## src/rtl/cpo_seq_pkg.sv

```systemverilog
`timescale 1ns/1ps
package cpo_seq_pkg;
  localparam int unsigned N_ACT  = 10;
  localparam int unsigned CODE_W = 2;
  localparam int unsigned MODE_W = 2;

  localparam int unsigned ACT_PC_INC0 = 0;
  localparam int unsigned ACT_FETCH0  = 1;
  localparam int unsigned ACT_ACC_SEL = 2;
  localparam int unsigned ACT_MEM_RD  = 3;
  localparam int unsigned ACT_EXE_LP  = 4;
  localparam int unsigned ACT_EXE_HP  = 5;
  localparam int unsigned ACT_PC_INC1 = 6;
  localparam int unsigned ACT_MEM_WR  = 7;
  localparam int unsigned ACT_FETCH1  = 8;
  localparam int unsigned ACT_SP_ADJ  = 9;

  localparam int unsigned M_COPY   = 0;
  localparam int unsigned M_SERIAL = 1;

  localparam logic [CODE_W-1:0] CLS_ACC_IMM = 2'b00;
  localparam logic [CODE_W-1:0] CLS_FETCH   = 2'b01;
  localparam logic [CODE_W-1:0] CLS_PUSH    = 2'b10;
  localparam logic [CODE_W-1:0] CLS_ACC_REG = 2'b11;

  typedef enum logic [1:0] {ST_IDLE, ST_RUN, ST_RTZ, ST_DONE} seq_state_e;

  function automatic logic [N_ACT-1:0] act_bit(input int unsigned i);
    logic [N_ACT-1:0] b;
    b    = '0;
    b[i] = 1'b1;
    return b;
  endfunction

  // vertex conditions: active action set for a code/mode pair
  function automatic logic [N_ACT-1:0] vtx_mask(input logic [CODE_W-1:0] code,
                                                input logic [MODE_W-1:0] mode);
    logic [N_ACT-1:0] exe;
    logic [N_ACT-1:0] m;
    exe = mode[M_COPY] ? act_bit(ACT_EXE_HP) : act_bit(ACT_EXE_LP);
    case (code)
      CLS_ACC_IMM: m = act_bit(ACT_PC_INC0) | act_bit(ACT_FETCH0) | act_bit(ACT_ACC_SEL)
                     | act_bit(ACT_MEM_RD) | exe | act_bit(ACT_PC_INC1)
                     | act_bit(ACT_MEM_WR) | act_bit(ACT_FETCH1);
      CLS_FETCH:   m = act_bit(ACT_PC_INC0) | act_bit(ACT_FETCH0);
      CLS_PUSH:    m = act_bit(ACT_SP_ADJ) | act_bit(ACT_MEM_WR)
                     | act_bit(ACT_PC_INC0) | act_bit(ACT_FETCH0);
      CLS_ACC_REG: m = act_bit(ACT_ACC_SEL) | act_bit(ACT_MEM_RD) | exe
                     | act_bit(ACT_MEM_WR) | act_bit(ACT_PC_INC0) | act_bit(ACT_FETCH0);
      default:     m = '0;
    endcase
    return m;
  endfunction

  // arc conditions into action v; both execute copies listed, masking drops the idle one
  function automatic logic [N_ACT-1:0] pred_mask(input int unsigned v,
                                                 input logic [CODE_W-1:0] code,
                                                 input logic [MODE_W-1:0] mode);
    logic [N_ACT-1:0] exe_any;
    logic [N_ACT-1:0] p;
    exe_any = act_bit(ACT_EXE_LP) | act_bit(ACT_EXE_HP);
    p = '0;
    case (code)
      CLS_ACC_IMM:
        case (v)
          ACT_FETCH0:             p = act_bit(ACT_PC_INC0);
          ACT_MEM_RD:             p = act_bit(ACT_ACC_SEL);
          ACT_EXE_LP, ACT_EXE_HP: p = act_bit(ACT_MEM_RD) | act_bit(ACT_FETCH0);
          ACT_PC_INC1:            p = act_bit(ACT_FETCH0) | (mode[M_SERIAL] ? exe_any : '0);
          ACT_MEM_WR:             p = exe_any;
          ACT_FETCH1:             p = act_bit(ACT_PC_INC1);
          default:                p = '0;
        endcase
      CLS_FETCH:
        if (v == ACT_FETCH0) p = act_bit(ACT_PC_INC0);
      CLS_PUSH:
        case (v)
          ACT_MEM_WR:  p = act_bit(ACT_SP_ADJ);
          ACT_FETCH0:  p = act_bit(ACT_PC_INC0);
          ACT_PC_INC0: p = mode[M_SERIAL] ? act_bit(ACT_SP_ADJ) : '0;
          default:     p = '0;
        endcase
      CLS_ACC_REG:
        case (v)
          ACT_MEM_RD:             p = act_bit(ACT_ACC_SEL);
          ACT_EXE_LP, ACT_EXE_HP: p = act_bit(ACT_MEM_RD);
          ACT_MEM_WR:             p = exe_any;
          ACT_FETCH0:             p = act_bit(ACT_PC_INC0);
          ACT_PC_INC0:            p = mode[M_SERIAL] ? exe_any : '0;
          default:                p = '0;
        endcase
      default: p = '0;
    endcase
    return p;
  endfunction
endpackage

```

## src/rtl/cpo_cond_eval.sv

```systemverilog
`timescale 1ns/1ps
module cpo_cond_eval
  import cpo_seq_pkg::*;
#(
  parameter int unsigned N = N_ACT
) (
  input  logic [CODE_W-1:0] code_i,
  input  logic [MODE_W-1:0] mode_i,
  output logic [N-1:0]      vact_o,
  output logic [N-1:0]      pred_o [N]
);
  assign vact_o = vtx_mask(code_i, mode_i);

  // an arc counts only if both end actions are active
  for (genvar v = 0; v < N; v++) begin : g_pred
    assign pred_o[v] = pred_mask(v, code_i, mode_i) & vact_o & {N{vact_o[v]}};
  end
endmodule

```

## src/rtl/cpo_fire.sv

```systemverilog
`timescale 1ns/1ps
module cpo_fire #(
  parameter int unsigned N = 10
) (
  input  logic         en_i,
  input  logic [N-1:0] vact_i,
  input  logic [N-1:0] pred_i [N],
  input  logic [N-1:0] seen_i,
  input  logic [N-1:0] req_i,
  output logic [N-1:0] fire_o
);
  for (genvar v = 0; v < N; v++) begin : g_fire
    assign fire_o[v] = en_i & vact_i[v] & ~req_i[v] & ~|(pred_i[v] & ~seen_i);
  end
endmodule

```

## src/rtl/cpo_ack_track.sv

```systemverilog
`timescale 1ns/1ps
module cpo_ack_track #(
  parameter int unsigned N = 10
) (
  input  logic         clk_i,
  input  logic         rst_ni,
  input  logic         clr_i,
  input  logic [N-1:0] req_i,
  input  logic [N-1:0] ack_i,
  output logic [N-1:0] seen_o
);
  always_ff @(posedge clk_i or negedge rst_ni) begin
    if (!rst_ni)    seen_o <= '0;
    else if (clr_i) seen_o <= '0;
    else            seen_o <= seen_o | (ack_i & req_i);
  end
endmodule

```

## src/rtl/cpo_seq.sv

```systemverilog
`timescale 1ns/1ps
module cpo_seq
  import cpo_seq_pkg::*;
(
  input  logic              clk_i,
  input  logic              rst_ni,
  input  logic              start_i,
  input  logic [CODE_W-1:0] code_i,
  input  logic [MODE_W-1:0] mode_i,
  input  logic [N_ACT-1:0]  ack_i,
  output logic [N_ACT-1:0]  req_o,
  output logic              done_o
);
  seq_state_e         state_q;
  logic [CODE_W-1:0]  code_q;
  logic [MODE_W-1:0]  mode_q;
  logic [N_ACT-1:0]   req_q;
  logic [N_ACT-1:0]   vact;
  logic [N_ACT-1:0]   ack_seen;
  logic [N_ACT-1:0]   fire;
  logic [N_ACT-1:0]   pred [N_ACT];
  logic               all_acked;
  logic               run_en;
  logic               idle;

  assign run_en = (state_q == ST_RUN);
  assign idle   = (state_q == ST_IDLE);

  cpo_cond_eval #(.N(N_ACT)) u_cond (
    .code_i (code_q),
    .mode_i (mode_q),
    .vact_o (vact),
    .pred_o (pred)
  );

  cpo_fire #(.N(N_ACT)) u_fire (
    .en_i   (run_en),
    .vact_i (vact),
    .pred_i (pred),
    .seen_i (ack_seen),
    .req_i  (req_q),
    .fire_o (fire)
  );

  cpo_ack_track #(.N(N_ACT)) u_ack (
    .clk_i  (clk_i),
    .rst_ni (rst_ni),
    .clr_i  (idle),
    .req_i  (req_q),
    .ack_i  (ack_i),
    .seen_o (ack_seen)
  );

  assign all_acked = ((ack_seen & vact) == vact);

  always_ff @(posedge clk_i or negedge rst_ni) begin
    if (!rst_ni) begin
      state_q <= ST_IDLE;
      code_q  <= '0;
      mode_q  <= '0;
      req_q   <= '0;
    end else begin
      case (state_q)
        ST_IDLE: if (start_i) begin
          code_q  <= code_i;
          mode_q  <= mode_i;
          state_q <= ST_RUN;
        end
        ST_RUN: begin
          if (all_acked) begin
            req_q   <= '0;  // release every handshake at once
            state_q <= ST_RTZ;
          end else begin
            req_q <= req_q | fire;
          end
        end
        ST_RTZ:  if (ack_i == '0) state_q <= ST_DONE;
        ST_DONE: state_q <= ST_IDLE;
        default: state_q <= ST_IDLE;
      endcase
    end
  end

  assign req_o  = req_q;
  assign done_o = (state_q == ST_DONE);
endmodule

```

## config.mk

```make
export PLATFORM = sky130hd
export DESIGN_NAME = cpo_seq
export DESIGN_NICKNAME = d
export VERILOG_FILES = /design/src/rtl/cpo_seq_pkg.sv /design/src/rtl/cpo_cond_eval.sv /design/src/rtl/cpo_fire.sv /design/src/rtl/cpo_ack_track.sv /design/src/rtl/cpo_seq.sv
export SDC_FILE = /design/constraint.sdc
export NUM_CORES = 1
export LEC_CHECK = 0
export BUFFER_PORTS_ARGS = -buffer_cell sky130_fd_sc_hd__buf_2
export CORE_MARGIN = 2
export CORE_UTILIZATION = 44
export CTS_BUF_LIST = sky130_fd_sc_hd__clkbuf_16
export CTS_CLUSTER_SIZE = 25
export DETAILED_ROUTE_END_ITERATION = 16
export PLACE_DENSITY_LB_ADDON = 0.3
export SYNTH_ARGS = -nofsm -noshare
export SYNTH_HDL_FRONTEND = slang
export SYNTH_SLANG_ARGS = --single-unit
```

## constraint.sdc

```tcl
create_clock -name clk_i -period 2.4 [get_ports clk_i]
set_input_delay 0.12 -clock clk_i [delete_from_list [all_inputs] [get_ports clk_i]]
set_output_delay 0.12 -clock clk_i [all_outputs]
set_load 0.01 [all_outputs]
```

Word-level counts from Yosys, hierarchy flattened

Index checks and enable logic that the tools add are counted.

Flip-flop bits (word level): 26
Bits in latches: 0
Memory bits (writable): 0
Memory bits (read-only): 0
Input bits: 17
Output and inout bits: 11
Word-level logic and storage cells: 121
Memories: 0

$add $sub $neg: 0
$mul: 0
Div/mod/pow operators: 0
Magnitude comparators: 0
Equality and inequality tests: 10
Shifts and indexed selects: 0
Multiplexer cells: 17
Bitwise gates (word level): 66
Reductions and logical operators: 23

Operator list:

| kind                                                                  | number |
|---|---|
| 10-bit AND                                                            | 22 |
| 10-bit OR reduction                                                   | 8 |
| 10-bit 2-to-1 mux                                                     | 5 |
| 10-bit case mux with 2 select lines                                   | 2 |
| 10-bit case mux with 4 select lines                                   | 1 |
| 1-bit AND                                                             | 28 |
| 10-bit OR                                                             | 2 |
| 6-bit 2-to-1 mux                                                      | 2 |
| 3-bit by 10-bit AND with 10-bit output                                | 1 |
| 4-bit by 10-bit AND with 10-bit output                                | 1 |
| 7-bit by 10-bit AND with 10-bit output                                | 1 |
| 10-bit equality test                                                  | 1 |
| 10-bit zero test                                                      | 1 |
| 1-bit NOT                                                             | 10 |
| 10-bit NOT                                                            | 1 |
| 2-bit equality test, second input constant                            | 4 |
| 1-bit zero test                                                       | 8 |
| 2-bit case mux with 4 select lines                                    | 1 |
| 4-bit case mux with 2 select lines                                    | 1 |
| 7-bit 2-to-1 mux                                                      | 1 |
| 2-bit 2-to-1 mux                                                      | 3 |
| 2-bit inequality test, second input constant                          | 3 |
| 2-bit by 1-bit equality test with 1-bit output, second input constant | 2 |
| 2-bit zero test                                                       | 2 |
| 5 further kinds                                                       | 5 |

Depth between registers and ports, before layout

Depth in word-level cells: 11
Gate-level depth with buffers: 7
Mapped depth without buffers: 6

By module

A second synthesis with hierarchy kept.

Cell total of the unflattened synthesis: 382
Area, all modules: 3020.4 µm²

Modules (own cells, without submodules):

| module        | times used | cells each | area each (µm²) | seq. area each (µm²) |
|---|---|---|---|---|
| cpo_fire      | 1          | 156        | 970.9           | 0.0 |
| cpo_cond_eval | 1          | 120        | 897.1           | 0.0 |
| cpo_seq       | 1          | 75         | 803.3           | 400.4 |
| cpo_ack_track | 1          | 31         | 349.1           | 250.2 |

Worst setup path before layout

Ideal clock, no wire load.

Path type: register to register
From: register code_q[0]
To: register req_q[4] (netlist: req_o[4])
Library setup time: 129 ps
Arrival time: 1632 ps
Required time: 2271 ps
Path slack: 639 ps
Stages on the path, launching flop included: 8
Buffers on the path: 1
Period minus slack after synthesis: 1761 ps
Cells stage by stage: dfrtp_1 -> inv_1 -> ha_1 -> or2_1 -> a221oi_2 -> and3_1 -> buf_4 -> o32ai_1

Longest elaborated chain between the ends: 10
Elaborated cells between the ends (all ways): 18
Classes of those cells: eq/ne (4); mux (3); bitwise (8); reduce/logical (3)

RTL lines:

| item                                                                                             | line                                 | source |
|---|---|---|
| start, declared                                                                                  | cpo_seq.sv:15                        | `logic [CODE_W-1:0] code_q;` |
| start signal, assigned                                                                           | cpo_seq.sv:65                        | `code_q <= code_i;` |
| 2-bit equality test (tied with other cells)                                                      | cpo_seq_pkg.sv:41, cpo_seq_pkg.sv:63 |  |
| 10-bit case mux with 4 select lines / 4-bit case mux with 2 select lines (equally long branches) | cpo_seq_pkg.sv:41, cpo_seq_pkg.sv:63 |  |
| 4-bit by 10-bit AND with 10-bit output                                                           | cpo_cond_eval.sv:16                  | `assign pred_o[v] = pred_mask(v, code_i, mode_i) & vact_o & {N{vact_o[v]}};` |
| 10-bit AND                                                                                       | cpo_cond_eval.sv:16                  |  |
| 10-bit AND                                                                                       | cpo_fire.sv:13                       | `assign fire_o[v] = en_i & vact_i[v] & ~req_i[v] & ~\|(pred_i[v] & ~seen_i);` |
| 10-bit OR reduction                                                                              | cpo_fire.sv:13                       |  |
| 1-bit zero test                                                                                  | cpo_fire.sv:13                       |  |
| 1-bit AND                                                                                        | cpo_fire.sv:13                       |  |
| 10-bit OR                                                                                        | cpo_seq.sv:74                        | `req_q <= req_q \| fire;` |
| 10-bit 2-to-1 mux (*)                                                                            | cpo_seq.sv:70                        | `if (all_acked) begin` |
| end signal, assigned                                                                             | cpo_seq.sv:74                        |  |
| end, declared                                                                                    | cpo_seq.sv:17                        | `logic [N_ACT-1:0] req_q;` |

Every way passes the cells marked *; elsewhere a longest branch is shown, timed or not. The select of a mux whose other input is x is not followed.
A chain may end at the register's enable or synchronous reset.

Worst setup path after layout

Ends and elaborated chain as after synthesis.

==> impl_metrics.json <==
{
  "reg2reg_slack_ns": 0.32,
  "routed_wl_um": 2850,
  "fin_tns_setup_ns": 0,
  "tightest_slew_ns": 0.569,
  "drive_above_1_share_pct": 24.8,
  "yosys_register_bits": 26,
  "drt_iter0_markers": 39,
  "clockBufferDepth": 2,
  "cts-root-buf": "clkbuf_16",
  "syn_avg_cell_area_um2": 10.5,
  "grt_pass1_vias": 1030,
  "die_width_um": 58.3,
  "postCtsResizedCells": 0,
  "avgRoutedWirePerCell_um": 15.5,
  "dieArea_mm2": 0.00340,
  "rr_startpoint": "code_q[0]$_DFFE_PN0P_",
  "final_area_mm2": 0.00157,
  "antenna_found_initial": 0,
  "syn_nets": 151,
  "ys_seq_area_share_pct": 50.1,
  "drv_cap": 0,
  "layout-area-overhead-vs-synth_pct": 21.1,
  "path_delay_family": "simple AND/OR/NAND/NOR gates",
  "tritoncts": "yes",
  "fillers": 235,
  "post_cts_buffers": 0,
  "cp-end-kind": "register",
  "syn_area_mm2": 0.00130,
  "hold_path_class": "input port to register",
  "n_antenna_cell": 0,
  "yosys_warnings": 0,
  "io_pins": 28,
  "timing.fmax_mhz": 482,
  "whs_ns": 0.0896,
  "portBuffers": 27,
  "timing.critical_path.buf_inv": 1,
  "clk_pin_slew_ns": 0.06,
  "powerDensity_mw_per_mm2": 1450,
  "antenna_left": 0,
  "clock_skew_ns": 0.00281,
  "p_leak_nw": 0.714,
  "yosys.area.top_type": "dfrtp_1",
  "num_vias": 1037,
  "crit_arrival_ns": 2.20,
  "rsz0062_at_grt": "no",
  "start_util_pct": 46.6,
  "path_cells": "inv_1 -> ha_1 -> or2_1 -> a221oi_2 -> and3_1 -> o32ai_1",
  "finalMaxSlewViolations": 0,
  "crit_slowest_cell": "and3_1",
  "cp_num_cells": 6,
  "cts_made_buffers": 3,
  "core_area_mm2": 0.00278,
  "final_cell_mix": "buf_2, dfrtp_1, nor2_1",
  "grt_start_max_net_pins": 27,
  "period_needed_ns": 2.08,
  "grt_pass1_wl_um": 4930,
  "fp.dieH_um": 58.3,
  "synth-edff-count": 0,
  "placement.cell_area_mm2": 0.00146,
  "async_flop_share_pct": 100,
  "synth-main-ff-cell": "dfrtp_1",
  "critPathRequiredTime_ns": 2.52,
  "r2r_cells": 6,
  "status": "finished clean",
  "place.detailed.hpwl_um": 2130,
  "ys_types": 34,
  "place.gp.congestion": 0.969,
  "final_common_cell": "buf_2",
  "syn_inst": 124,
  "track_usage_pct": 19.2,
  "critPathKind": "register to register",
  "cp-start-kind": "register",
  "slew_headroom_pct": 62.1,
  "crit_path_max_incr_delay_ns": 0.42,
  "cp-endpoint": "req_o[4]$_DFFE_PN0P_",
  "r2r-end": "req_o[4]$_DFFE_PN0P_",
  "num-nets-final": 181,
  "fin_crit_sh_pct": 86.5,
  "peakVddDrop_uv": 793,
  "crit_path_start": "code_q[0]$_DFFE_PN0P_",
  "num_rows": 19,
  "hold_violations": 0,
  "total_power_mw": 2.28,
  "cts.sinks": 26,
  "remaining_drc_errors": 0,
  "drt_pass1_iterations": 4,
  "yosysTopAreaCellShare_pct": 50.1,
  "clkLatencyLatePin_ns": 0.26,
  "synth_area_leaders": "dfrtp_1, ha_1, a21oi_1",
  "finalSetupViolations": 0,
  "htreeDepth": 1,
  "grt_overflow_total": 0,
  "cp_max_fo": 10,
  "via_per_inst": 5.64
}
cell type report:
cell class | count | area [um^2] | share of cell area, %
Tap cell | 31 | 38.8 | 2.47
Clock inverter | 1 | 30.0 | 1.91
Multi-Input combinational cell | 84 | 591 | 37.6
Inverter | 11 | 41.3 | 2.63
Timing Repair Buffer | 28 | 145 | 9.24
Clock buffer | 3 | 75.1 | 4.78
Sequential cell | 26 | 651 | 41.4
Yosys cell counts, types with 2 or more instances:
cell	count
dfrtp_1	26
nor2_1	18
a21oi_1	16
inv_1	11
ha_1	10
mux2_2	4
a31oi_1	3
o211ai_1	3
clkbuf_1	2
nand2_1	2
nand3_1	2
nor2b_1	2
nor4_1	2
o21ai_0	2
o32ai_1	2
state kept, by name, indices dropped and copies added, names as in the netlist:
register,count
mode_q,2
u_ack.seen_o,10
state_q,2
code_q,2
req_o,10
where the power goes:
| part | internal (mW) | total, mW | leakage, nW | switching, mW |
|---|---|---|---|---|
| registers | 0.653 | 0.858 | 0.289 | 0.205 |
| clock network | 0.331 | 0.477 | 0.0511 | 0.145 |
| logic | 0.407 | 0.942 | 0.373 | 0.535 |
timing repair:
| action | in CTS | in global routing |
|---|---|---|
| endpoints found under the hold margin | 26 | 0 |
| setup endpoints to repair | 0 | 0 |
| hold buffers | 1 | 0 |
routing by layer:
metal	routed length [um]	global-route usage, %
met5	0	0
met3	114	2.64
met2	1330	28.1
met1	1390	29.6
met4	13	5.98
worst min-delay path by stage:
| stage | end | startpoint | cells past startpoint |
|---|---|---|---|
| final | mode_q[0]$_DFFE_PN0P_ | mode_i[0] | 2 |
| after global routing | mode_q[0]$_DFFE_PN0P_ | mode_i[0] | 2 |
| after CTS | mode_q[0]$_DFFE_PN0P_ | mode_i[0] | 2 |
| after detailed placement | state_q[0]$_DFFE_PN0P_ | rst_ni | 1 |
| after global placement | state_q[0]$_DFFE_PN0P_ | rst_ni | 1 |
| after floorplan | code_q[0]$_DFFE_PN0P_ | rst_ni | 0 |
kinds of logic (layout without fill, tap and decap cells):
logic type / after synthesis / count (layout) / synth area share, %
muxes: 5 / 5 / 4.53
and+or+nand+nor: 33 / 33 / 12.3
DFF: 26 / 26 / 50.1
adders and majority gates: 10 / 10 / 9.64
buffers and inverters: 14 / 43 / 4.34
AOI/OAI and AO/OA: 36 / 36 / 19.0
per-stage QoR:
step	cells	util [%]	setup WS [ns]
final	184	56.5	0.324
after global routing	184	56.5	0.189
after CTS	184	56.5	0.318
after detailed placement	179	52.4	0.336
after global placement	179	52.4	0.438
after floorplan	124	-	0.639
(Power assumes the default switching activity.)
